## config.mk

```make
export PLATFORM = sky130hd
export DESIGN_NAME = cache_op_guard
export DESIGN_NICKNAME = d
export VERILOG_FILES = /design/src/rtl/cachk_pkg.sv /design/src/rtl/cachk_decode.sv /design/src/rtl/cachk_zone.sv /design/src/rtl/cachk_classify.sv /design/src/rtl/cache_op_guard.sv
export SDC_FILE = /design/constraint.sdc
export NUM_CORES = 1
export LEC_CHECK = 0
export BUFFER_PORTS_ARGS = -buffer_cell sky130_fd_sc_hd__buf_2
export CORE_AREA = 2 2 39 41
export CTS_BUF_LIST = sky130_fd_sc_hd__clkbuf_4 sky130_fd_sc_hd__clkbuf_8
export DETAILED_ROUTE_END_ITERATION = 10
export DIE_AREA = 0 0 41 43
export PLACE_DENSITY_LB_ADDON = 0.15
export SLEW_MARGIN = 10
export SYNTH_ARGS = -nofsm -noshare
export SYNTH_HDL_FRONTEND = slang
export SYNTH_SLANG_ARGS = --single-unit
```

## constraint.sdc

```tcl
create_clock -name clk_i -period 0.8 [get_ports clk_i]
set_input_delay 0.12 -clock clk_i [delete_from_list [all_inputs] [get_ports clk_i]]
set_output_delay 0.12 -clock clk_i [all_outputs]
set_load 0.005 [all_outputs]
```

## src/rtl/cachk_pkg.sv

```systemverilog
package cachk_pkg;
  localparam int unsigned OP_W   = 4;
  localparam int unsigned ZONE_W = 2;
  localparam int unsigned RES_W  = 3;

  typedef enum logic [RES_W-1:0] {
    RES_PROCEED = 3'd0,
    RES_NOP     = 3'd1,
    RES_DSI     = 3'd2,
    RES_TLB     = 3'd3,
    RES_PRIV    = 3'd4
  } res_e;

  // action taken when a given check fails
  typedef enum logic [1:0] {
    DENY_NONE = 2'd0,
    DENY_NOP  = 2'd1,
    DENY_DSI  = 2'd2
  } deny_e;

  typedef struct packed {
    logic  known;
    logic  priv;
    deny_e on_wr;
    deny_e on_zone;
  } op_attr_t;

  localparam logic [OP_W-1:0] OP_NONE     = 4'd0;
  localparam logic [OP_W-1:0] OP_ALLOC    = 4'd1;
  localparam logic [OP_W-1:0] OP_FLUSH    = 4'd2;
  localparam logic [OP_W-1:0] OP_STBACK   = 4'd3;
  localparam logic [OP_W-1:0] OP_DTOUCH   = 4'd4;
  localparam logic [OP_W-1:0] OP_DTOUCHST = 4'd5;
  localparam logic [OP_W-1:0] OP_ITOUCH   = 4'd6;
  localparam logic [OP_W-1:0] OP_DINV     = 4'd7;
  localparam logic [OP_W-1:0] OP_DREAD    = 4'd8;
  localparam logic [OP_W-1:0] OP_IINV     = 4'd9;
  localparam logic [OP_W-1:0] OP_IREAD    = 4'd10;
  localparam logic [OP_W-1:0] OP_DCCINV   = 4'd11;
  localparam logic [OP_W-1:0] OP_ICCINV   = 4'd12;
endpackage

```

## src/rtl/cachk_decode.sv

```systemverilog
module cachk_decode
  import cachk_pkg::*;
(
  input  logic [OP_W-1:0] op_i,
  output op_attr_t        attr_o
);
  always_comb begin
    attr_o = '{known: 1'b0, priv: 1'b0, on_wr: DENY_NONE, on_zone: DENY_NONE};
    unique case (op_i)
      OP_ALLOC:    attr_o = '{known: 1'b1, priv: 1'b0, on_wr: DENY_NOP,  on_zone: DENY_NOP};
      OP_FLUSH,
      OP_STBACK:   attr_o = '{known: 1'b1, priv: 1'b0, on_wr: DENY_NONE, on_zone: DENY_DSI};
      OP_DTOUCH,
      OP_DTOUCHST,
      OP_ITOUCH:   attr_o = '{known: 1'b1, priv: 1'b0, on_wr: DENY_NONE, on_zone: DENY_NOP};
      OP_DINV,
      OP_DCCINV:   attr_o = '{known: 1'b1, priv: 1'b1, on_wr: DENY_DSI,  on_zone: DENY_NONE};
      OP_DREAD,
      OP_IINV,
      OP_IREAD,
      OP_ICCINV:   attr_o = '{known: 1'b1, priv: 1'b1, on_wr: DENY_NONE, on_zone: DENY_NONE};
      default:     attr_o = '{known: 1'b0, priv: 1'b0, on_wr: DENY_NONE, on_zone: DENY_NONE};
    endcase
  end
endmodule

```

## src/rtl/cachk_zone.sv

```systemverilog
module cachk_zone
  import cachk_pkg::*;
#(
  parameter logic [ZONE_W-1:0] NO_ACCESS = '0
) (
  input  logic [ZONE_W-1:0] zone_i,
  input  logic              user_i,
  output logic              deny_o
);
  // supervisor mode is never denied by the zone check
  assign deny_o = user_i && (zone_i == NO_ACCESS);
endmodule

```

## src/rtl/cachk_classify.sv

```systemverilog
module cachk_classify
  import cachk_pkg::*;
(
  input  op_attr_t attr_i,
  input  logic     user_i,
  input  logic     reloc_i,
  input  logic     hit_i,
  input  logic     wr_en_i,
  input  logic     zone_deny_i,
  output res_e     res_o
);
  deny_e wr_act, zn_act;

  always_comb begin
    wr_act = wr_en_i     ? DENY_NONE : attr_i.on_wr;
    zn_act = zone_deny_i ? attr_i.on_zone : DENY_NONE;
  end

  // priority: unknown > privilege > bypass > miss > DSI > no-op
  always_comb begin
    if (!attr_i.known)                           res_o = RES_PROCEED;
    else if (attr_i.priv && user_i)              res_o = RES_PRIV;
    else if (!reloc_i)                           res_o = RES_PROCEED;
    else if (!hit_i)                             res_o = RES_TLB;
    else if (wr_act == DENY_DSI || zn_act == DENY_DSI) res_o = RES_DSI;
    else if (wr_act == DENY_NOP || zn_act == DENY_NOP) res_o = RES_NOP;
    else                                         res_o = RES_PROCEED;
  end
endmodule

```

## src/rtl/cache_op_guard.sv

```systemverilog
module cache_op_guard
  import cachk_pkg::*;
(
  input  logic              clk_i,
  input  logic              rst_ni,
  input  logic              req_valid_i,
  input  logic [OP_W-1:0]   req_op_i,
  input  logic              user_mode_i,
  input  logic              reloc_en_i,
  input  logic              page_wr_en_i,
  input  logic [ZONE_W-1:0] zone_code_i,
  input  logic              xlat_hit_i,
  output logic              rsp_valid_o,
  output logic [RES_W-1:0]  rsp_code_o
);
  op_attr_t attr;
  logic     zone_deny;
  res_e     res_d;

  cachk_decode u_decode (.op_i(req_op_i), .attr_o(attr));

  cachk_zone #(.NO_ACCESS('0)) u_zone (
    .zone_i (zone_code_i),
    .user_i (user_mode_i),
    .deny_o (zone_deny)
  );

  cachk_classify u_classify (
    .attr_i      (attr),
    .user_i      (user_mode_i),
    .reloc_i     (reloc_en_i),
    .hit_i       (xlat_hit_i),
    .wr_en_i     (page_wr_en_i),
    .zone_deny_i (zone_deny),
    .res_o       (res_d)
  );

  always_ff @(posedge clk_i or negedge rst_ni) begin
    if (!rst_ni) begin
      rsp_valid_o <= 1'b0;
      rsp_code_o  <= '0;
    end else begin
      rsp_valid_o <= req_valid_i;
      rsp_code_o  <= req_valid_i ? res_d : RES_PROCEED;
    end
  end

  logic op_priv, op_known, op_touch;
  assign op_priv  = (req_op_i >= OP_DINV) && (req_op_i <= OP_ICCINV);
  assign op_known = (req_op_i >= OP_ALLOC) && (req_op_i <= OP_ICCINV);
  assign op_touch = (req_op_i == OP_DTOUCH) || (req_op_i == OP_DTOUCHST) ||
                    (req_op_i == OP_ITOUCH) || (req_op_i == OP_ALLOC);

  a_r1_valid_rise: assert property (@(posedge clk_i) disable iff (!rst_ni)
    req_valid_i |=> rsp_valid_o);
  a_r1_valid_idle: assert property (@(posedge clk_i) disable iff (!rst_ni)
    !req_valid_i |=> !rsp_valid_o);
  a_r1_idle_code: assert property (@(posedge clk_i) disable iff (!rst_ni)
    !rsp_valid_o |-> rsp_code_o == '0);
  a_r2_reset_clear: assert property (@(posedge clk_i)
    !rst_ni |-> (!rsp_valid_o && rsp_code_o == '0));
  a_r3_user_priv: assert property (@(posedge clk_i) disable iff (!rst_ni)
    (req_valid_i && user_mode_i && op_priv) |=> rsp_code_o == RES_PRIV);
  a_r4_bypass: assert property (@(posedge clk_i) disable iff (!rst_ni)
    (req_valid_i && !reloc_en_i && !(user_mode_i && op_priv)) |=> rsp_code_o == RES_PROCEED);
  a_r5_miss_first: assert property (@(posedge clk_i) disable iff (!rst_ni)
    (req_valid_i && op_known && reloc_en_i && !xlat_hit_i && !(user_mode_i && op_priv))
      |=> rsp_code_o == RES_TLB);
  a_r8_hint_no_trap: assert property (@(posedge clk_i) disable iff (!rst_ni)
    (req_valid_i && op_touch && xlat_hit_i) |=> rsp_code_o != RES_DSI);
endmodule

```

* After elaboration in Yosys (flattened, before gate mapping)
Memories as Yosys holds them, arrays and structs flattened. Cells that the tools add are included.
Word-level totals: register bits after elaboration 4, latch bits 0, RAM bits 0, memory bits (read-only) 96, bits of input ports 13, memories kept 1
Memory list:
- (no name shown) | depth 16, width 6, read ports 1, clocked after Yosys merged registers in 0, write ports 0, line cachk_decode.sv:9 | unique case (op_i)
Cells by class: add/subtract/negate cells 0, $mul 0, divide/modulo/power cells 0, magnitude comparators 0, equality and inequality tests 4, shift operators 0, mux-type cells 9, bitwise logic cells 0, reduce and logical (&&, ||, !) cells 5
Operators by type and width (count):
- $mux 3 | 6
- $eq 2x1->1 const B | 2
- $eq 2x2->1 const B | 2
- $mux 2 | 2
- $logic_and 1x1->1 | 2
- $logic_not 2->1 | 1
- $logic_or 1x1->1 | 2
- $mux 1 | 1

* Longest topological paths before layout
Gate-level depths: netlist (run 1).
depth after elaboration 12, depth in mapped cells 3

* By module
A second synthesis (run 1) with hierarchy kept.
Unflattened totals: cells, all modules 34, area, all modules 301.5 um^2
Modules (own cells, without submodules):
- cache_op_guard | instances 1, cells each 7, area an instance 118.9 um^2, seq. area each 100.1 um^2
- cachk_decode | instances 1, cells each 13, area an instance 91.3 um^2, seq. area each 0.0 um^2
- cachk_classify | instances 1, cells each 13, area an instance 78.8 um^2, seq. area each 0.0 um^2
- cachk_zone | instances 1, cells each 1, area an instance 12.5 um^2, seq. area each 0.0 um^2

* Worst setup path after synthesis (run 1)
No wires, ideal clock.
path type in2reg, start input req_op_i[3], end register rsp_code_o[0], setup time 99 ps, data arrival time 1070 ps, data required time 701 ps, path slack -370 ps, cell stages on the path 3, cells stage by stage or3_1 or3b_1 a311oi_1
On the way: word-level cells in the longest chain between the ends 11
RTL lines:
- start: declaration | line cache_op_guard.sv:7 | input logic [OP_W-1:0] req_op_i,
- $mem_v2 16x6 (*)
- $mux 2 (on tied branches) | line cachk_classify.sv:15, cachk_classify.sv:16
- $eq 2x1->1 | line cachk_classify.sv:26 | else if (wr_act == DENY_NOP || zn_act == DENY_NOP) res_o = RES_NOP;
- $logic_or 1x1->1 | line cachk_classify.sv:26
- $mux 1 | line cachk_classify.sv:26
- $mux 3 | line cachk_classify.sv:25 | else if (wr_act == DENY_DSI || zn_act == DENY_DSI) res_o = RES_DSI;
- $mux 3 | line cachk_classify.sv:24 | else if (!hit_i) res_o = RES_TLB;
- $mux 3 | line cachk_classify.sv:23 | else if (!reloc_i) res_o = RES_PROCEED;
- $mux 3 | line cachk_classify.sv:22 | else if (attr_i.priv && user_i) res_o = RES_PRIV;
- $mux 3 (*) | line cachk_classify.sv:21 | if (!attr_i.known) res_o = RES_PROCEED;
- $mux 3 (*) | line cache_op_guard.sv:44 | rsp_code_o <= req_valid_i ? res_d : RES_PROCEED;
- end signal: assignment | line cache_op_guard.sv:44
- end: declaration | line cache_op_guard.sv:14 | output logic [RES_W-1:0] rsp_code_o
Every way passes the cells marked *; elsewhere a longest branch is shown, timed or not.

* Final worst setup path (run 1)
Same ends and word-level chain as after synthesis.

==> run summary, run 1 <==
Status -> finished, violations left
Violated checks -> setup timing
RePlAce Congestion -> 0.822
Ys flop type -> dfrtp_1
Clk buf depth -> 2
Power Density -> 1280 nW/µm²
Max Clk Rate -> 992 MHz
Synth top area share -> 0.437
Pin count of the biggest net entering global routing -> 7
Final setup fails -> 7
Core footprint -> 1380 µm²
Min-delay worst type -> primary input to flop
Worst setup EP type -> flop
Largest cells by area after synthesis -> dfrtp_1, a311oi_1, o2111ai_1, o21a_1, or3_1
Max IR drop VDD -> 0.000357 V
Final Hold Fails -> 0
Global-route wire length before repair -> 1.12 mm
Antenna viol nets, final -> 0
Largest family of logic cells by synthesized area -> simple AND/OR/NAND/NOR gates
I/O Buffers -> 16
Final period util -> 1.26
Horiz. Die Dim -> 41 µm
Slew @ Worst Pin -> 323 ps
DR vias -> 297
FF+latch count, synth -> 4
Die Ht -> 43 µm
Adder-Cell Fraction of Synth Area -> 0
Slew Limit Headroom -> 0.784
Ports -> 17
Cell area after synthesis -> 229 µm²
Routed WL -> 695 µm
Clock slew at reported path FFs -> 40 ps
H-tree depth -> 1
Maximum fanout along the worst path -> 2
Synth Area in Compound Gates -> 0.246
Root Driver -> clkbuf_4
Number of library cell types mapped by synthesis -> 16
Static leakage -> 0.223 nW
Max-cap violations -> 0
Vias in the first global route -> 289
Post-synth EDFFs -> 0
Synth Area per Inst -> 9.96 µm²
CP startpoint -> req_op_i[3]
Post-Synth XOR/XNOR Area -> 0.0383
CTS tree -> built
Design area -> 480 µm²
Hold Crit Depth -> 1
Post-DP HPWL -> 553 µm
Synth Area in Simple Gates -> 0.262
Crit Path Category -> primary input to flop
Via density -> 4.43
Initial core utilization -> 0.165
Post-synth top cells -> dfrtp_1, a311oi_1, o2111ai_1, o21a_1, or3_1
Clock sinks -> 4
Top-count cell post-synth -> dfrtp_1
Worst EP required -> 940 ps
CP Data Arrival Time -> 1150 ps
Grt total ovfl -> 0
Share of cells above drive strength 1 -> 0.608
Seq/Total Area, Yosys -> 0.437
Worst Hold Launch -> req_valid_i
Fraction of synthesized area in multiplexers -> 0
Area growth syn-to-layout -> 110%
FFs w/ async S/R, synth -> 1.00
Power, Total -> 0.614 mW
DRC -> 0
Min cycle time layout -> 1010 ps
Num CTS Buffers -> 3
RSZ-0062 raised after global routing -> yes
Drt first pass iters -> 2
Diode count -> 0
Avg WL per Cell -> 10.4 µm
Initial antenna violation count -> 0
Row cnt -> 14
Final nets -> 66
Placement Cell Area -> 382 µm²
TNS Setup -> -364 ps
Detailed router's first-iteration violation count -> 1
Mapped Cells -> 23
Hold WS -> 49.7 ps
Slew Limit Fails -> 0
Yosys warning count -> 0
CP Launch Type -> primary input
Worst setup margin -> -208 ps
Syn nets -> 36
Cell taking the most area after synthesis -> dfrtp_1
Die ar. -> 1760 µm²
GRT Overall Usage -> 0.0984
==> logic make-up after synthesis <==
| group | after synthesis |
|---|---|
| AND/OR/NAND/NOR | 10 |
| buffers and inverters | 1 |
| flip-flops | 4 |
| AO/OA/AOI/OAI | 7 |
| XOR/XNOR | 1 |
==> stage by stage <==
stage                     utilization  setup slack, ps  cells
final                           0.347             -208     67
after global routing            0.347             -216     67
after CTS                       0.331             -218     67
after detailed placement        0.276             -486     62
after global placement          0.276             -471     62
after floorplan                     -             -322     23
==> flip-flops by register name, indices dropped and copies added, names as in the netlist <==
name	flops
rsp_code_o	3
rsp_valid_o	1
==> area by class of cell <==
type	count	area, µm²
Tap cell	16	20.0
Inverter	1	3.75
Multi-Input combinational cell	18	160
Sequential cell	4	100
Fill cell	148	903
Clock buffer	3	22.5
Timing Repair Buffer	25	174
==> worst max-delay path, cell delays in order <==
cell,delay (ps)
buf_6,90
or3_4,380
or3b_1,370
a311oi_2,190
==> what timing repair did <==
item | 4_1_cts | 5_1_grt
resized for setup | 6 | 5
pin swaps | 2 | 6
hold buffers | 1 | 0
setup buffers | 1 | 2
endpoints found under the hold margin | 4 | 0
setup endpoints to repair | 6 | 6
==> power by group <==
group	leakage, nW	internal, mW	total (mW)	switching, mW
Combinational	0.157	0.0928	0.160	0.0669
Clock	0.0138	0.167	0.242	0.0745
Sequential	0.0526	0.212	0.213	0.00143
==> path summary, 6_finish.rpt <==
| path | end | slack [ps] |
|---|---|---|
| setup / recovery | rsp_code_o[0]$_DFF_PN0_ | -210 |
| hold / removal | rsp_valid_o$_DFF_PN0_ | 50 |
| max in group asynchronous | rsp_code_o[1]$_DFF_PN0_ | 470 |
| min in group asynchronous | rsp_code_o[2]$_DFF_PN0_ | 220 |
==> layout by cell type, fill, tap and decap left out, drive strengths merged <==
cell / synthesis / routed
o22ai: 1 / 1
clkbuf: 0 / 3
buf: 0 / 24
dfrtp: 4 / 4
dlygate4sd3: 0 / 1
nor3b: 1 / 1
o21a: 2 / 2
nor2: 1 / 1
nand2b: 1 / 1
and3: 1 / 1
nand4: 1 / 1
xnor2: 1 / 1
nand3: 1 / 1
or3b: 1 / 1
o2111ai: 2 / 2
nand2: 1 / 1
or3: 2 / 2
inv: 1 / 1
a311oi: 2 / 2
==> routing by layer <==
metal	GRT usage	routed length (µm)
met5	0	0
met1	0.0965	266
met3	0.0366	49
met2	0.138	379
met4	0.113	0
Power figures use the tool's default switching activity.
==> run 2: changes to the inputs <==
REMOVE_ABC_BUFFERS = 1   (was not set)
==> run summary, run 2 (synthesized netlist as in run 1, its figures left out) <==
Status -> finished, violations left
Violated checks -> setup timing
Final setup fails -> 6 (-1)
Final period util -> 1.31 (+0.0536)
Worst EP required -> 930 ps (about the same)
Die ar. -> 1760 µm² (unchanged)
GRT Overall Usage -> 0.0983 (-0.0000987)
Pin count of the biggest net entering global routing -> 7 (unchanged)
Root Driver -> clkbuf_4
Largest registers -> rsp_code_o (3), rsp_valid_o (1)
Clk pwr share -> 0.402 (+0.009)
Initial core utilization -> 0.165 (unchanged)
Die Ht -> 43 µm (unchanged)
Crit Path Category -> primary input to flop
Slew Limit Headroom -> 0.779 (-0.00528)
RSZ-0062 raised after global routing -> yes
Area growth syn-to-layout -> 100%
DRC -> 0 (unchanged)
Slew Limit Fails -> 0 (unchanged)
Initial antenna violation count -> 0 (unchanged)
Avg WL per Cell -> 10.8 µm (+3.9%)
Slew @ Worst Pin -> 331 ps (+7.90 ps)
Fin util -> 0.331 (-0.0163)
Clock sinks -> 4 (unchanged)
DR vias -> 300 (+1.0%)
Ports -> 17 (unchanged)
Max IR drop VDD -> 0.000279 V (-22%)
Register bank with the most flops -> rsp_code_o
GR Layer Usage met2 -> 0.163 (+0.0250)
Routed WL -> 711 µm (+2.3%)
Clk buf depth -> 2 (unchanged)
Critical-path cell list -> buf_6, or3_4, or3b_4, a311oi_2
Post-DP HPWL -> 571 µm (+3.2%)
Combinational share of power -> 0.244 (-0.016)
Detailed router's first-iteration violation count -> 2 (+1)
Num CTS Buffers -> 3 (unchanged)
WHS Endpoint -> rsp_valid_o$_DFF_PN0_
Sw Share -> 0.232 (about the same)
CP max stage cell -> or3b_4
Drt first pass iters -> 4 (+2)
Min cycle time layout -> 1050 ps (+42.9 ps)
Final Hold Fails -> 0 (unchanged)
I/O Buffers -> 16 (unchanged)
Switch Pwr -> 0.140 mW (-1.7%)
Final nets -> 65 (-1.5%)
Min-delay worst type -> primary input to flop
CP Data Arrival Time -> 1190 ps (+40 ps)
Most common cell after layout, fill and taps aside -> buf_2
Row cnt -> 14 (unchanged)
GR met1 Demand/Resource -> 0.0897 (-0.00672)
Via density -> 4.55 (+2.5%)
Core footprint -> 1380 µm² (unchanged)
Power Internal -> 0.464 mW (-1.7%)
Max-cap violations -> 0 (unchanged)
Grt peak-use layer -> met2
Grt total ovfl -> 0 (unchanged)
Antenna viol nets, final -> 0 (unchanged)
H-tree depth -> 1 (unchanged)
Worst setup EP type -> flop
CTS tree -> built
Global-route wire length before repair -> 1.14 mm (+1.9%)
Most frequent cells in the layout -> buf_2, buf_4, dfrtp_1
Pre-CTS setup slack -> -580 ps (-94.1 ps)
Horiz. Die Dim -> 41 µm (unchanged)
Share of cells above drive strength 1 -> 0.600 (-0.00784)
Diode count -> 0 (unchanged)
Worst Hold Launch -> req_valid_i
Static leakage -> 0.214 nW (-4.2%)
Maximum fanout along the worst path -> 2 (unchanged)
RePlAce Congestion -> 0.834 (+1.4%)
M3 GR Usage -> 0.0157 (-0.0209)
Clock slew at reported path FFs -> 40 ps (about the same)
Hold Crit Depth -> 1 (unchanged)
Max incr delay on CP -> 400 ps (+20 ps)
Max reg flops -> 3 (unchanged)
Power Density -> 1320 nW/µm² (+3.1%)
Sequential share of power -> 0.353 (+0.006)
TNS Setup -> -412 ps (-48.0 ps)
CP Launch Type -> primary input
Filler instances -> 150 (+1.4%)
Worst setup margin -> -251 ps (-42.9 ps)
Max Clk Rate -> 951 MHz (-4.1%)
Vias in the first global route -> 295 (+2.1%)
run 2: cell types whose count changed in the layout (fill, tap and decap cells not counted), sizes merged:
cell	before	now
buf	24	23
run 2: how the worst max path moves through the flow:
stage                 from                 endpoint
2_1_floorplan  req_op_i[3]  rsp_code_o[0]$_DFF_PN0_
3_3_place_gp   req_op_i[3]  rsp_code_o[0]$_DFF_PN0_
3_5_place_dp   req_op_i[3]  rsp_code_o[0]$_DFF_PN0_
4_1_cts        req_op_i[1]  rsp_code_o[0]$_DFF_PN0_
5_1_grt        req_op_i[1]  rsp_code_o[0]$_DFF_PN0_
6_report       req_op_i[1]  rsp_code_o[0]$_DFF_PN0_
run 2: cell type report:
class,instances,area [µm²],area share
inverter,1,3.75,0.00820
clock buffer,3,22.5,0.0492
tap,16,20.0,0.0437
timing repair buffer,24,155,0.339
multi-input combinational,18,156,0.342
sequential,4,100,0.219
run 2: power groups by stage:
stage | logic (mW) | clock network, mW | registers, mW
2_1_floorplan | 0.0335 | 0 | 0.218
3_3_place_gp | 0.118 | 0 | 0.216
3_5_place_dp | 0.119 | 0 | 0.216
4_1_cts | 0.144 | 0.262 | 0.213
5_1_grt | 0.162 | 0.268 | 0.214
6_report | 0.148 | 0.243 | 0.213
run 2: stage by stage:
step	instance area, µm²	hold WS [ps]	instances	total power [mW]
after floorplan	229	-176	23	0.251
after global placement	374	-74.3	61	0.334
after detailed placement	374	-68.2	61	0.335
after CTS	449	39.7	66	0.620
after global routing	458	51.3	66	0.645
final	458	53.4	66	0.604
run 2: layer usage:
metal  wire, µm  up-vias
met2        412       12
met3         63        0
met1        235      141
met4          0        0
met5          0        -
li1           -      147
run 2: critical path, delay by kind of cell:
family | cells | cell delay [ps]
AO/OA/AOI/OAI | 1 | 200
buffers and inverters | 1 | 90
AND/OR/NAND/NOR | 2 | 770
run 2: timing repair:
item	4_1_cts	5_1_grt
setup buffers	1	0
hold buffers	1	0
hold endpoints to repair	4	0
setup endpoints to repair	6	6
pin swaps	4	0
resized for setup	5	2
==> run 3: changes to the inputs <==
GPL_TIMING_DRIVEN = 0   (was not set)
PLACE_DENSITY_LB_ADDON = 0.08   (was 0.15)
==> run summary, run 3 (synthesized netlist as in run 1, its figures left out) <==
Status -> finished, violations left
Violated checks -> setup timing
Min-delay worst type -> primary input to flop
DRC -> 0 (unchanged)
Antenna viol nets, final -> 0 (unchanged)
Horiz. Die Dim -> 41 µm (unchanged)
Core footprint -> 1380 µm² (unchanged)
Pre-CTS setup slack -> -550 ps (+29.8 ps)
Power Internal -> 0.458 mW (-1.2%)
Worst setup EP type -> flop
Row cnt -> 14 (unchanged)
GRT Overall Usage -> 0.105 (+0.00702)
Hold WS -> 51.0 ps (-2.39 ps)
Max Clk Rate -> 949 MHz (-0.27%)
Non-Filler Instances -> 62 (-6.1%)
Max reg flops -> 3 (unchanged)
Switch Pwr -> 0.144 mW (+2.8%)
Worst setup margin -> -254 ps (-2.86 ps)
Crit path max-delay family -> simple AND/OR/NAND/NOR gates
Area growth syn-to-layout -> 94.0%
Max-cap violations -> 0 (unchanged)
CP max stage cell -> or3b_4
Grt total ovfl -> 0 (unchanged)
Detailed router's first-iteration violation count -> 0 (-2)
Slew @ Worst Pin -> 276 ps (-54.4 ps)
I/O Buffers -> 16 (unchanged)
Sw Share -> 0.240 (+0.00718)
Power Density -> 1360 nW/µm² (+2.8%)
CP Launch Type -> primary input
Share of cells above drive strength 1 -> 0.587 (-0.0130)
Initial antenna violation count -> 0 (unchanged)
Critical-path cell list -> buf_8, or3_4, or3b_4, a311oi_2
Final nets -> 61 (-6.2%)
Initial core utilization -> 0.165 (unchanged)
Clock slew at reported path FFs -> 40 ps (about the same)
Root Driver -> clkbuf_4
Largest registers -> rsp_code_o (3), rsp_valid_o (1)
Clock sinks -> 4 (unchanged)
Avg WL per Cell -> 11.5 µm (+6.9%)
Max incr delay on CP -> 400 ps (about the same)
Post-DP HPWL -> 522 µm (-8.5%)
Clk pwr share -> 0.413 (+0.011)
Slew Limit Fails -> 0 (unchanged)
Combinational share of power -> 0.233 (-0.011)
Routed WL -> 714 µm (+0.42%)
Most common cell after layout, fill and taps aside -> buf_2
Diode count -> 0 (unchanged)
Slew Limit Headroom -> 0.815 (+0.0364)
TNS Setup -> -407 ps (+5.02 ps)
Vias in the first global route -> 294 (-0.34%)
Register bank with the most flops -> rsp_code_o
Die Ht -> 43 µm (unchanged)
CP Data Arrival Time -> 1190 ps (about the same)
H-tree depth -> 1 (unchanged)
Filler instances -> 150 (unchanged)
Pin count of the biggest net entering global routing -> 7 (unchanged)
Crit Path Category -> primary input to flop
Global-route wire length before repair -> 1.24 mm (+8.5%)
Maximum fanout along the worst path -> 2 (unchanged)
Static leakage -> 0.199 nW (-6.7%)
Via density -> 4.58 (+0.77%)
CTS tree -> built
Max IR drop VDD -> 0.000305 V (+9.1%)
Final setup fails -> 6 (unchanged)
Final period util -> 1.32 (+0.00358)
Crit path buf inv count -> 1 (unchanged)
Final Hold Fails -> 0 (unchanged)
Most frequent cells in the layout -> buf_2, buf_4, dfrtp_1
Die ar. -> 1760 µm² (unchanged)
Ports -> 17 (unchanged)
Worst EP required -> 940 ps (about the same)
RePlAce Congestion -> 0.732 (-12%)
Clk buf depth -> 2 (unchanged)
Power, Total -> 0.602 mW (-0.27%)
Min cycle time layout -> 1050 ps (+2.86 ps)
Num CTS Buffers -> 3 (unchanged)
Cell count after placement -> 55 (-9.8%)
RSZ-0062 raised after global routing -> yes
Drt first pass iters -> 1 (-3)
DR vias -> 284 (-5.3%)
Sequential share of power -> 0.353 (about the same)
==> run 3: cell count changes in the layout (fill, tap and decap cells not counted) <==
cell	change
a311oi_2	+1
buf_2	-1
buf_4	-3
buf_6	-2
a311oi_1	-1
buf_8	+2
==> run 3: stage by stage <==
stage               utilization  cell area (µm²)
floorplan                     -              229
global placement          0.238              329
detailed placement        0.238              329
CTS                       0.302              418
global route              0.321              444
finish                    0.321              444
==> run 3: worst paths after layout <==
check	from	endpoint	slack [ps]	depth (start not counted)
worst min-delay path	req_valid_i	rsp_valid_o$_DFF_PN0_	50	1
min in group asynchronous	rst_ni	rsp_code_o[2]$_DFF_PN0_	220	2
max in group asynchronous	rst_ni	rsp_code_o[0]$_DFF_PN0_	460	2
worst max-delay path	req_op_i[1]	rsp_code_o[0]$_DFF_PN0_	-250	4
==> run 3: per-layer routing <==
| layer | wire (µm) | global-route usage | up-vias |
|---|---|---|---|
| met5 | 0 | 0 | - |
| met4 | 0 | 0.0800 | 0 |
| met3 | 61 | 0.0366 | 0 |
| met2 | 404 | 0.153 | 10 |
| met1 | 247 | 0.119 | 134 |
| li1 | - | - | 140 |
==> run 3: final cells by class <==
cell class              count  area [µm²]  share of cell area
clock buffers               3        22.5              0.0507
well taps                  16        20.0              0.0451
multi-input cells          18         163               0.366
repair buffers             20         135               0.304
flip-flops and latches      4         100               0.225
inverters                   1        3.75             0.00845
==> run 3: what timing repair did <==
action,4_1_cts,5_1_grt
pin swaps,3,1
resized for setup,9,4
setup endpoints to repair,6,6
hold buffers,1,0
hold endpoints to repair,4,0
buffers inserted,3,0
==> run 3: power by group through the flow <==
stage / combinational, mW / sequential [mW] / clock, mW
after floorplan: 0.0335 / 0.218 / 0
after global placement: 0.0956 / 0.216 / 0
after detailed placement: 0.0961 / 0.216 / 0
after CTS: 0.127 / 0.213 / 0.263
after global routing: 0.156 / 0.214 / 0.278
final: 0.140 / 0.213 / 0.249
